File: src/rtl/dac_dbuf_front.sv
module dac_dbuf_front #(
  parameter int CODE_W = 10
) (
  input  logic              clk,
  input  logic              rst,
  input  logic              cs_n,
  input  logic              wr_n,
  input  logic              a0,
  input  logic              xfer_n,
  input  logic              bus16,
  input  logic [1:0]        mode,
  input  logic [15:0]       din,
  output logic [CODE_W-1:0] code,
  output logic              upd
);
  localparam int LO_W = CODE_W - 8;
  localparam logic [1:0] M_FLOW = 2'd0, M_SNGL = 2'd1, M_DBL = 2'd2, M_AUTO = 2'd3;

  logic              strobe_q;
  logic              wr_hit;
  logic              last_byte;
  logic [CODE_W-1:0] latch_q, latch_d, dac_d;

  assign wr_hit    = !cs_n && !wr_n && !strobe_q;
  assign last_byte = wr_hit && (bus16 || a0);

  always_comb begin
    latch_d = latch_q;
    if (wr_hit) begin
      if (bus16)   latch_d = din[15 -: CODE_W];
      else if (a0) latch_d[LO_W-1:0] = din[7 -: LO_W];
      else         latch_d[CODE_W-1 -: 8] = din[7:0];
    end
  end

  always_comb begin
    case (mode)
      M_FLOW:  dac_d = latch_d;
      M_SNGL:  dac_d = wr_hit ? latch_d : code;
      M_DBL:   dac_d = !xfer_n ? latch_d : code;
      default: dac_d = last_byte ? latch_d : code;
    endcase
  end

  always_ff @(posedge clk) begin
    if (rst) begin
      strobe_q <= 1'b0;
      latch_q  <= '0;
      code     <= '0;
      upd      <= 1'b0;
    end else begin
      strobe_q <= !cs_n && !wr_n;
      latch_q  <= latch_d;
      code     <= dac_d;
      upd      <= (dac_d != code);
    end
  end

  AST_RESET_CLEARS: assert property (@(posedge clk) $past(rst) |-> (code == '0 && !upd));
  AST_IDLE_HOLDS: assert property (@(posedge clk) disable iff (rst)
    ((cs_n || wr_n) && mode != M_FLOW && !(mode == M_DBL && !xfer_n)) |=> $stable(code));
  AST_DBL_HOLDS: assert property (@(posedge clk) disable iff (rst)
    (mode == M_DBL && xfer_n) |=> $stable(code));
  AST_AUTO_FIRST_BYTE: assert property (@(posedge clk) disable iff (rst)
    (mode == M_AUTO && !bus16 && !a0) |=> $stable(code));
  AST_UPD_MEANS_CHANGE: assert property (@(posedge clk) disable iff (rst)
    upd |-> (code != $past(code)));
  AST_CHANGE_MEANS_UPD: assert property (@(posedge clk) disable iff (rst)
    (code != $past(code)) |-> upd);
endmodule

File: config.mk
export PLATFORM = sky130hd
export DESIGN_NAME = dac_dbuf_front
export DESIGN_NICKNAME = d
export VERILOG_FILES = /design/src/rtl/dac_dbuf_front.sv
export SDC_FILE = /design/constraint.sdc
export NUM_CORES = 1
export LEC_CHECK = 0
export CORE_AREA = 4 4 62 64
export CTS_CLUSTER_DIAMETER = 40
export DETAILED_ROUTE_END_ITERATION = 12
export DIE_AREA = 0 0 66 68
export GPL_TIMING_DRIVEN = 0
export PLACE_DENSITY = 0.93
export SETUP_SLACK_MARGIN = 0.1
export SLEW_MARGIN = 20
export SYNTH_ARGS = -nofsm -noshare
export SYNTH_HDL_FRONTEND = slang
export SYNTH_SLANG_ARGS = --single-unit
File: constraint.sdc
create_clock -name clk -period 7.85 [get_ports clk]
set_clock_uncertainty 0.15 [all_clocks]
set_input_delay 2.355 -clock clk [delete_from_list [all_inputs] [get_ports clk]]
set_output_delay 2.355 -clock clk [all_outputs]
set_load 0.02 [all_outputs]
=== Word-level counts from Yosys, hierarchy flattened ===
Index checks and enable logic that the tools add are counted.

* Equal/unequal tests: 3
* Muxes and demuxes: 8
* Reduce and logical (&&, ||, !) cells: 8

{| class="wikitable"
|+ Operator list
! cell !! number
|-
| 10-bit 2-to-1 mux || 5
|-
| 10-bit case mux with 3 select lines || 1
|-
| 10-bit inequality test || 1
|-
| 8-bit 2-to-1 mux || 1
|-
| 1-bit logical AND || 3
|-
| 1-bit zero test || 3
|-
| 2-bit by 1-bit == test with 1-bit output, second input constant || 1
|-
| 2-bit == test, second input constant || 1
|-
| 2-bit zero test || 1
|-
| 2-bit 2-to-1 mux || 1
|-
| 1-bit logical OR || 1
|}

* Flip-flop bits (word level): 22
* Output and inout bits: 11
* Word-level logic and storage cells: 23

=== Logic depth before layout (Yosys ltp) ===
Gate-level depths: netlist (run 1).

* Depth in word-level cells: 7
* Depth in mapped cells: 9
* Gate-level depth less buffers: 7

=== Worst setup path after synthesis (run 1) ===
OpenSTA, ideal clock, no wires.

* Path type: input to register
* Start point: input port wr_n
* End point: register upd
* Setup time: 0.147 ns
* Arrival time: 4.073 ns
* Data required time: 7.553 ns
* Setup slack: 3.480 ns
* Stages on the path: 8
* Cells stage by stage: or3_1 -> buf_6 -> nor2_1 -> mux2i_1 -> xor2_1 -> a21boi_0 -> a2111oi_0 -> a41oi_1

* Longest elaborated chain between the ends: 7
* Elaborated cells on any way between the ends: 10
* Classes of those cells: eq/ne: 1; mux: 5; reduce/logical: 4

{| class="wikitable"
|+ Ends and longest elaborated chain
! element !! RTL line !! RTL
|-
| start, declared || 7 || <nowiki>input logic wr_n,</nowiki>
|-
| 1-bit zero test * || 24 || <nowiki>assign wr_hit = !cs_n && !wr_n && !strobe_q;</nowiki>
|-
| 1-bit logical AND * (2 in series) || 24 ||
|-
| 10-bit 2-to-1 mux / 1-bit logical AND (equally long branches) || 29, 25 ||
|-
| 10-bit 2-to-1 mux, on equally long branches || 41, 39, 40 ||
|-
| 10-bit case mux with 3 select lines * || 37 || <nowiki>case (mode)</nowiki>
|-
| 10-bit inequality test * || 55 || <nowiki>upd <= (dac_d != code);</nowiki>
|-
| end signal, assigned || 55 ||
|-
| end, declared || 14 || <nowiki>output logic upd</nowiki>
|}

Every way passes the cells marked *; elsewhere a longest branch is shown, timed or not.
A chain may end at the register's enable or synchronous reset.

=== Final worst setup path (run 1) ===
Same ends and word-level chain as after synthesis.

==> flow_summary.json, run 1 <==
{
  "holdPathStages": 2,
  "synthDistinctLibCells": 51,
  "global_route_wire_length_before_repair_mm": 9.25,
  "area.sequential_um2": 440,
  "finalCritPeriodShare": 0.626,
  "max-vdd-ir-drop_uv": 67.4,
  "cts_tree": "done",
  "io_buffer_count": 34,
  "flip_flop_and_latch_count_after_synthesis": 22,
  "antenna_found_initial": 0,
  "tritoncts_sinks": 22,
  "largest_fanout_of_any_net_on_the_critical_path": 10,
  "layout-drive-gt1-share": 0.0804,
  "critical_path.reg2reg.startpoint": "strobe_q",
  "async_flop_share": 0,
  "netSwitchingPower_uw": 115,
  "grt_start_max_net_pins": 14,
  "worst_slack_ps": 2930,
  "cts_inserted_buffers": 3,
  "postCtsSetupRepairBufs": 0,
  "grt_util_all_layers": 0.264,
  "synth.yosys.warnings": 0,
  "p_leak_nw": 0.791,
  "result_of_the_run": "completed",
  "power.clock.fraction": 0.274,
  "power.switching_fraction": 0.342,
  "transition_at_the_pin_with_the_smallest_max_transition_slack_ps": 721,
  "fmax_mhz": 203,
  "worst_setup_path_start_kind": "primary input",
  "worst_skew_pair.late_latency_ps": 320,
  "finalMaxSlewViolations": 0,
  "gr-total-overflow": 0,
  "share_seq_of_total_power": 0.383,
  "cts.clk_slew.worst_paths_ps": 150,
  "drc": 0,
  "r2r-end": "upd",
  "timing.critical_path.arrival_ps": 4980,
  "cts_root_buf": "sky130_fd_sc_hd__clkbuf_4",
  "worst_hold_startpoint": "latch_q[7]",
  "netlist_area_um2": 1800,
  "critical_path_class": "in -> reg",
  "cts.htree.levels": 1,
  "initial_utilization": 0.549,
  "place_worst_setup_slack_ps": 2640,
  "dr.first_iter.drc_count": 252,
  "timing.final.hold_violations": 0,
  "critPathCaptureType": "register",
  "synthesis.nets": 273,
  "postSynthAreaPerCell_um2": 7.28,
  "layout.cells.most_common": "sky130_fd_sc_hd__clkdlybuf4s50_1",
  "fin_tns_setup_ps": 0,
  "die_x_um": 66,
  "worst_hold_path_type": "reg -> reg",
  "core-area_um2": 3280,
  "avgRoutedWirePerCell_um": 18.2,
  "final_nets": 312,
  "flow.area_growth_from_synthesis_pct": 25.0,
  "fin_util": 0.686,
  "finalWorstPathRequiredPeriod_ps": 4920,
  "multi_input_combinational_cell_area_um2": 1250,
  "timing.slew.headroom": 0.514,
  "synth_top_flop_cell": "sky130_fd_sc_hd__dfxtp_1",
  "worst_hold_path.endpoint": "latch_q[7]",
  "power.internal_uw": 222,
  "synth-edff-count": 0,
  "first_global_vias": 1983,
  "combinationalPowerShare": 0.343,
  "cts_hold_buffers": 0,
  "detailedPlacementHpwl_mm": 4.40,
  "worst_ep_required_time_ps": 7910,
  "die_h_um": 68,
  "gp_congestion": 0.959,
  "setup_repair_after_global_routing_missed_its_margin": "false",
  "regToRegSetupSlack_ps": 5190,
  "powerDensity_nw_per_um2": 149,
  "fillers": 263,
  "max-clock-path-buffers": 2,
  "ant_nets": 0,
  "synth_sequential_area_ratio": 0.244,
  "post_cts_gate_resize_count": 0,
  "syn_inst": 248,
  "routed_via_density": 6.55,
  "antenna-diode-count": 0,
  "setup_viol": 0,
  "drt-total-wl_mm": 6.05,
  "detail_route.first_pass.iterations": 6,
  "mostFrequentLayoutCells": "sky130_fd_sc_hd__clkdlybuf4s50_1, sky130_fd_sc_hd__nor2_1, sky130_fd_sc_hd__nand2_1",
  "ioPinCount": 36,
  "worstRegToRegCells": 8,
  "core.rowCount": 21,
  "max_cap_viol_count": 0,
  "die_area_um2": 4490,
  "route.vias.total": 2176
}
==> kinds of logic after synthesis <==
family	share of synthesized area
AND/OR/NAND/NOR	0.248
flip-flops	0.244
XOR/XNOR	0.00971
AO/OA/AOI/OAI	0.350
multiplexers	0.0874
buffers and inverters	0.0610
==> cell type report <==
type,instances,share of cell area
inverters,6,0.00999
well taps,46,0.0255
clock buffers,3,0.00999
multi-input cells,203,0.556
plain buffers,17,0.0388
repair buffers,34,0.151
clock inverters,1,0.0133
flip-flops and latches,22,0.195
==> synth_stat cells, types with 2 or more instances <==
cell type                  instances  share of area
sky130_fd_sc_hd__nand2b_1          4          0.014
sky130_fd_sc_hd__o211ai_1          9          0.037
sky130_fd_sc_hd__a21oi_1          24          0.067
sky130_fd_sc_hd__nor2b_1           3          0.010
sky130_fd_sc_hd__a21boi_0          2         0.0083
sky130_fd_sc_hd__nand2_1          26          0.054
sky130_fd_sc_hd__a32oi_1           5          0.024
sky130_fd_sc_hd__buf_6             2          0.012
sky130_fd_sc_hd__xor2_1            2         0.0097
sky130_fd_sc_hd__and2_1            3          0.010
sky130_fd_sc_hd__nand3_1           4          0.011
sky130_fd_sc_hd__nor2_1           30          0.062
sky130_fd_sc_hd__o31a_1            3          0.015
sky130_fd_sc_hd__a211oi_1         11          0.046
sky130_fd_sc_hd__or3_1             2         0.0069
sky130_fd_sc_hd__dfxtp_1          22           0.24
sky130_fd_sc_hd__mux2_2            6          0.037
sky130_fd_sc_hd__o21ai_0          16          0.044
sky130_fd_sc_hd__inv_1             6          0.012
sky130_fd_sc_hd__buf_2             4          0.011
sky130_fd_sc_hd__nor3b_1           2         0.0083
sky130_fd_sc_hd__clkbuf_1          9          0.019
sky130_fd_sc_hd__o22ai_1           3          0.010
sky130_fd_sc_hd__nor3_1           12          0.033
sky130_fd_sc_hd__o31ai_1           2         0.0083
sky130_fd_sc_hd__mux2i_1           9          0.050
sky130_fd_sc_hd__o21a_1            3          0.012
==> worst max-delay path, cell delays in order <==
cell	delay [ps]
sky130_fd_sc_hd__clkdlybuf4s50_1	490
sky130_fd_sc_hd__nor3_2	640
sky130_fd_sc_hd__buf_2	360
sky130_fd_sc_hd__nor3_1	70
sky130_fd_sc_hd__o21a_1	190
sky130_fd_sc_hd__a311oi_1	240
sky130_fd_sc_hd__nand4_1	140
sky130_fd_sc_hd__a2111oi_0	320
sky130_fd_sc_hd__a41oi_1	160
==> how the worst max path moves through the flow <==
stage | endpoint | slack (ps) | from | cells past startpoint
after global placement | upd | 2620 | wr_n | 9
after global routing | upd | 2730 | wr_n | 9
after floorplan | upd | 3480 | wr_n | 8
final | upd | 2930 | wr_n | 9
after detailed placement | upd | 2640 | wr_n | 9
after CTS | upd | 2980 | wr_n | 9
==> power by group through the flow <==
stage / clock network [mW] / logic, mW / registers [mW]
after detailed placement: 0 / 0.111 / 0.131
after global routing: 0.0957 / 0.123 / 0.130
after floorplan: 0 / 0.0648 / 0.135
after CTS: 0.0923 / 0.112 / 0.128
final: 0.0922 / 0.115 / 0.129
after global placement: 0 / 0.109 / 0.131
==> per-layer routing <==
metal / GRT usage / part of all wire / up-vias
met5: 0 / 0 / -
met4: 0.117 / 0.033 / 0
met3: 0.0427 / 0.13 / 21
met2: 0.438 / 0.44 / 185
met1: 0.337 / 0.39 / 967
li1: - / - / 1003
==> through the flow <==
step | instances | total power, mW | area [um^2] | hold WS [ps]
2_1_floorplan | 248 | 0.200 | 1800 | 299
3_3_place_gp | 328 | 0.240 | 2200 | 332
3_5_place_dp | 328 | 0.242 | 2200 | 342
4_1_cts | 332 | 0.333 | 2250 | 361
5_1_grt | 332 | 0.349 | 2250 | 396
6_report | 332 | 0.337 | 2250 | 372
==> flip-flops by register name, summed over array words and instances, names as in the netlist <==
name,count
code,10
upd,1
strobe_q,1
latch_q,10
Note: power is estimated with default switching activity, not from simulation.
==> inputs of run 2 (changes only) <==
CORE_AREA = 4 4 67 69   (was 4 4 62 64)
DIE_AREA = 0 0 71 73   (was 0 0 66 68)
PLACE_DENSITY = 0.85   (was 0.93)
clock period = 4.1 ns   (was 7.85 ns; I/O delays follow)
==> flow_summary.json, run 2 (synthesized netlist as in run 1, its figures left out) <==
{
  "result_of_the_run": "completed",
  "worst_slack_ps": 367,
  "tritoncts_sinks": 22,
  "worst_skew_pair.late_latency_ps": 280,
  "cts.htree.levels": 1,
  "route.vias.total": 2120,
  "holdPathStages": 2,
  "timing.critical_path.arrival_ps": 3720,
  "antenna-diode-count": 0,
  "die_x_um": 71,
  "finalMaxSlewViolations": 0,
  "timing.final.hold_violations": 0,
  "cts_tree": "done",
  "layout.cells.most_common": "sky130_fd_sc_hd__clkdlybuf4s50_1",
  "antenna_found_initial": 0,
  "worst_hold_path_type": "reg -> reg",
  "max_cap_viol_count": 0,
  "layout-drive-gt1-share": 0.101,
  "max-vdd-ir-drop_uv": 142,
  "cts.clk_slew.worst_paths_ps": 90,
  "critical_path.most_common_cell": "sky130_fd_sc_hd__buf_2",
  "ioPinCount": 36,
  "detailedPlacementHpwl_mm": 4.49,
  "max-clock-path-buffers": 2,
  "powerDensity_nw_per_um2": 299,
  "initial_utilization": 0.461,
  "cts_hold_buffers": 0,
  "final_nets": 312,
  "cp_slowest_stage_delay_ps": 560,
  "startpoint": "bus16",
  "multi_input_combinational_cell_area_um2": 1280,
  "mostFrequentLayoutCells": "sky130_fd_sc_hd__clkdlybuf4s50_1, sky130_fd_sc_hd__nor2_1, sky130_fd_sc_hd__nand2_1",
  "global_route_wire_length_before_repair_mm": 9.63,
  "finalHoldWorstSlack_ps": 350,
  "totalPowerFinal_uw": 688,
  "io_buffer_count": 34,
  "critical_path_class": "in -> reg",
  "final_cell_area_um2": 2300,
  "timing.slew.headroom": 0.497,
  "setup_viol": 0,
  "area.sequential_um2": 440,
  "worst_hold_startpoint": "latch_q[7]",
  "flow.area_growth_from_synthesis_pct": 27.7,
  "critPathCaptureType": "register",
  "cp_slowest_cell": "sky130_fd_sc_hd__clkdlybuf4s50_1",
  "core.rowCount": 23,
  "worst_ep_required_time_ps": 4080,
  "placed_inst_area_um2": 2210,
  "die_h_um": 73,
  "r2r-end": "upd",
  "registers_with_the_most_flip_flops": "code (10), latch_q (10)",
  "drt-total-wl_mm": 6.20,
  "gp_congestion": 0.986,
  "first_global_vias": 1916,
  "place_worst_setup_slack_ps": -59.5,
  "dr.first_iter.drc_count": 214,
  "finalWorstPathRequiredPeriod_ps": 3730,
  "regToRegSetupSlack_ps": 1550,
  "worstRegToRegCells": 8,
  "ant_nets": 0,
  "grt_util_all_layers": 0.236,
  "core-area_um2": 3910,
  "path_cells": "clkdlybuf4s50_1 -> buf_2 -> buf_2 -> o21ai_0 -> clkbuf_1 -> a32oi_1 -> o211ai_1 -> o31ai_1 -> a21oi_1 -> a41oi_1",
  "cts_root_buf": "sky130_fd_sc_hd__clkbuf_8",
  "setup_repair_after_global_routing_missed_its_margin": "false",
  "fin_tns_setup_ps": 0,
  "finalCritPeriodShare": 0.911,
  "worst_hold_path.endpoint": "latch_q[7]",
  "worst_setup_path_start_kind": "primary input",
  "routed_via_density": 6.31,
  "grt_start_max_net_pins": 14,
  "transition_at_the_pin_with_the_smallest_max_transition_slack_ps": 746,
  "gr-total-overflow": 0,
  "cts_inserted_buffers": 3,
  "fillers": 391,
  "drc": 0,
  "detail_route.first_pass.iterations": 5,
  "largest_fanout_of_any_net_on_the_critical_path": 10,
  "fmax_mhz": 268,
  "p_leak_nw": 0.808,
  "die_area_um2": 5180,
  "avgRoutedWirePerCell_um": 18.4,
  "critical_path.reg2reg.startpoint": "strobe_q"
}
[run 2: worst max-delay path by stage]
stage | depth (start not counted) | to | slack [ps]
4_1_cts | 9 | upd | 210
3_3_place_gp | 9 | upd | -60
5_1_grt | 9 | upd | 170
6_report | 10 | upd | 370
3_5_place_dp | 9 | upd | -60
2_1_floorplan | 8 | upd | 860
[run 2: per-layer routing]
layer / up-vias / global-route usage / wire length [um]
met5: - / 0 / 0
met4: 0 / 0.0605 / 95
met3: 12 / 0.0399 / 657
met2: 128 / 0.382 / 2810
met1: 975 / 0.327 / 2640
li1: 1005 / - / -
[run 2: report_power, final]
group          switching, mW  internal [mW]
clock                 0.0860          0.131
sequential            0.0190          0.228
combinational          0.124         0.0993
total                  0.229          0.458
[run 2: layout make-up]
type,count,share of cell area
plain buffers,17,0.0391
clock buffers,3,0.0179
clock inverters,1,0.0130
inverters,6,0.00978
multi-input cells,203,0.554
flip-flops and latches,22,0.191
well taps,50,0.0272
repair buffers,34,0.148
[run 2: worst max-delay path, delay by kind of cell]
kind / cells / cell delay, ps
AOI/OAI and AO/OA: 6 / 1000
buffers and inverters: 4 / 1480
[run 2: what timing repair did]
| item | 4_1_cts | 5_1_grt |
|---|---|---|
| gates resized for setup | 0 | 10 |
| setup buffers | 0 | 0 |
| setup endpoints to repair | 0 | 1 |
[run 2: stage by stage]
step / std cells / util
after global placement: 332 / 0.564
final: 336 / 0.589
after floorplan: 248 / -
after detailed placement: 332 / 0.564
after CTS: 336 / 0.582
after global routing: 336 / 0.589
==> inputs of run 3 (changes only) <==
MAX_ROUTING_LAYER = met4   (was unset)
==> flow_summary.json, run 3 (synthesized netlist as in run 1, its figures left out) <==
{
  "result_of_the_run": "completed",
  "worst_path_dominant_cell_family": "buffers and inverters",
  "flow.area_growth_from_synthesis_pct": 26.7,
  "cp_slowest_cell": "sky130_fd_sc_hd__clkdlybuf4s50_1",
  "gp_congestion": 1.01,
  "avgRoutedWirePerCell_um": 18.6,
  "core-area_um2": 3910,
  "worst_setup_path_start_kind": "primary input",
  "final_nets": 312,
  "netSwitchingPower_uw": 226,
  "finalMaxSlewViolations": 0,
  "transition_at_the_pin_with_the_smallest_max_transition_slack_ps": 773,
  "met1_length_mm": 2.63,
  "cts_hold_buffers": 0,
  "share_seq_of_total_power": 0.386,
  "die_x_um": 71,
  "initial_utilization": 0.461,
  "critical_path.most_common_cell": "sky130_fd_sc_hd__buf_2",
  "critical_path_class": "in -> reg",
  "dr.first_iter.drc_count": 324,
  "max_cap_viol_count": 0,
  "timing.final.hold_violations": 0,
  "worst-path-buf-inv": 4,
  "wl_met3_um": 626,
  "timing.critical_path.arrival_ps": 3720,
  "cts_inserted_buffers": 3,
  "place_worst_setup_slack_ps": -15.7,
  "cts.clk_slew.worst_paths_ps": 90,
  "finalWorstPathRequiredPeriod_ps": 3740,
  "cp_slowest_stage_delay_ps": 540,
  "antenna-diode-count": 0,
  "cts_tree": "done",
  "registers_with_the_most_flip_flops": "code (10), latch_q (10)",
  "io_buffer_count": 34,
  "timing.slew.headroom": 0.479,
  "worst_slack_ps": 364,
  "fmax_mhz": 268,
  "ioPinCount": 36,
  "max-clock-path-buffers": 2,
  "routed_via_density": 6.25,
  "powerDensity_nw_per_um2": 280,
  "ant_nets": 0,
  "postCtsSetupRepairBufs": 0,
  "core.rowCount": 23,
  "detail_route.first_pass.iterations": 5,
  "fin_tns_setup_ps": 0,
  "tritoncts_sinks": 22,
  "met2RoutedLength_mm": 2.85,
  "die_h_um": 73,
  "path_cells": "clkdlybuf4s50_1 -> buf_2 -> buf_2 -> o21ai_0 -> clkbuf_1 -> a32oi_1 -> o211ai_1 -> o31ai_1 -> a21oi_1 -> a41oi_1",
  "post_cts_gate_resize_count": 0,
  "grt_start_max_net_pins": 13,
  "critPathCaptureType": "register",
  "combinationalPowerShare": 0.351,
  "drt-total-wl_mm": 6.24,
  "cts_root_buf": "sky130_fd_sc_hd__clkbuf_8",
  "mostFrequentLayoutCells": "sky130_fd_sc_hd__clkdlybuf4s50_1, sky130_fd_sc_hd__nor2_1, sky130_fd_sc_hd__nand2_1",
  "worst_ep_required_time_ps": 4080,
  "top_signal_layer_used": "met4",
  "cts.htree.levels": 1,
  "finalCritPeriodShare": 0.911,
  "power.clock.fraction": 0.263,
  "largest_fanout_of_any_net_on_the_critical_path": 10,
  "setup_viol": 0,
  "max-vdd-ir-drop_uv": 108,
  "p_leak_nw": 0.798,
  "worst_hold_path_type": "reg -> reg",
  "setup_repair_after_global_routing_missed_its_margin": "false",
  "power.internal_uw": 414,
  "layout.cells.most_common": "sky130_fd_sc_hd__clkdlybuf4s50_1",
  "global_route_wire_length_before_repair_mm": 9.94,
  "detailedPlacementHpwl_mm": 4.48,
  "gr-total-overflow": 0,
  "first_global_vias": 1981,
  "layout-drive-gt1-share": 0.0979,
  "antenna_found_initial": 0,
  "route.vias.total": 2101,
  "grt_util_all_layers": 0.249,
  "worst_skew_pair.late_latency_ps": 270,
  "die_area_um2": 5180,
  "power.switching_fraction": 0.354,
  "drc": 0
}
==> run 3: cell count changes in the layout (fill, tap and decap cells not counted), sizes merged <==
cell	previous run	this run
bufinv	1	0
clkbuf	12	13
==> run 3: worst min-delay path, delay by kind of cell, from the launching register on <==
kind               cells  cell delay (ps)
DFF                    1              340
AOI/OAI and AO/OA      1               50
and+or+nand+nor        1               60
==> run 3: routing by layer <==
layer,global-route usage,up-vias
met4,0.0668,0
met2,0.403,126
li1,-,1002
met5,-,-
met3,0.0427,18
met1,0.322,955
==> run 3: cell type report <==
cell class                 count  area, um^2
fill                         404        1630
multi-input combinational    203        1280
sequential                    22         440
timing repair buffer          34         340
buffer                        17        88.8
tap                           50        62.6
clock buffer                   4        55.1
inverter                       6        22.5
==> run 3: path summary, 6_finish.rpt <==
check              from    endpoint  slack (ps)  cells after the start
max reg2reg  latch_q[6]         upd        1550                      7
max               bus16         upd         360                     10
min          latch_q[7]  latch_q[7]         340                      2
min reg2reg  latch_q[7]  latch_q[7]         340                      2
==> run 3: power by group through the flow <==
stage | registers, mW | logic [mW] | clock network, mW
after floorplan | 0.258 | 0.124 | 0
final | 0.247 | 0.224 | 0.168
after detailed placement | 0.251 | 0.214 | 0
after global placement | 0.251 | 0.213 | 0
after global routing | 0.249 | 0.243 | 0.176
after CTS | 0.246 | 0.216 | 0.168
==> run 3: per-stage QoR <==
stage | util | hold WS, ps | std cells | cell area [um^2] | total power, mW
3_3_place_gp | 0.564 | 321 | 332 | 2210 | 0.463
4_1_cts | 0.578 | 340 | 336 | 2260 | 0.630
5_1_grt | 0.584 | 381 | 336 | 2290 | 0.668
6_report | 0.584 | 341 | 336 | 2290 | 0.640
2_1_floorplan | - | 299 | 248 | 1800 | 0.382
3_5_place_dp | 0.564 | 327 | 332 | 2210 | 0.465
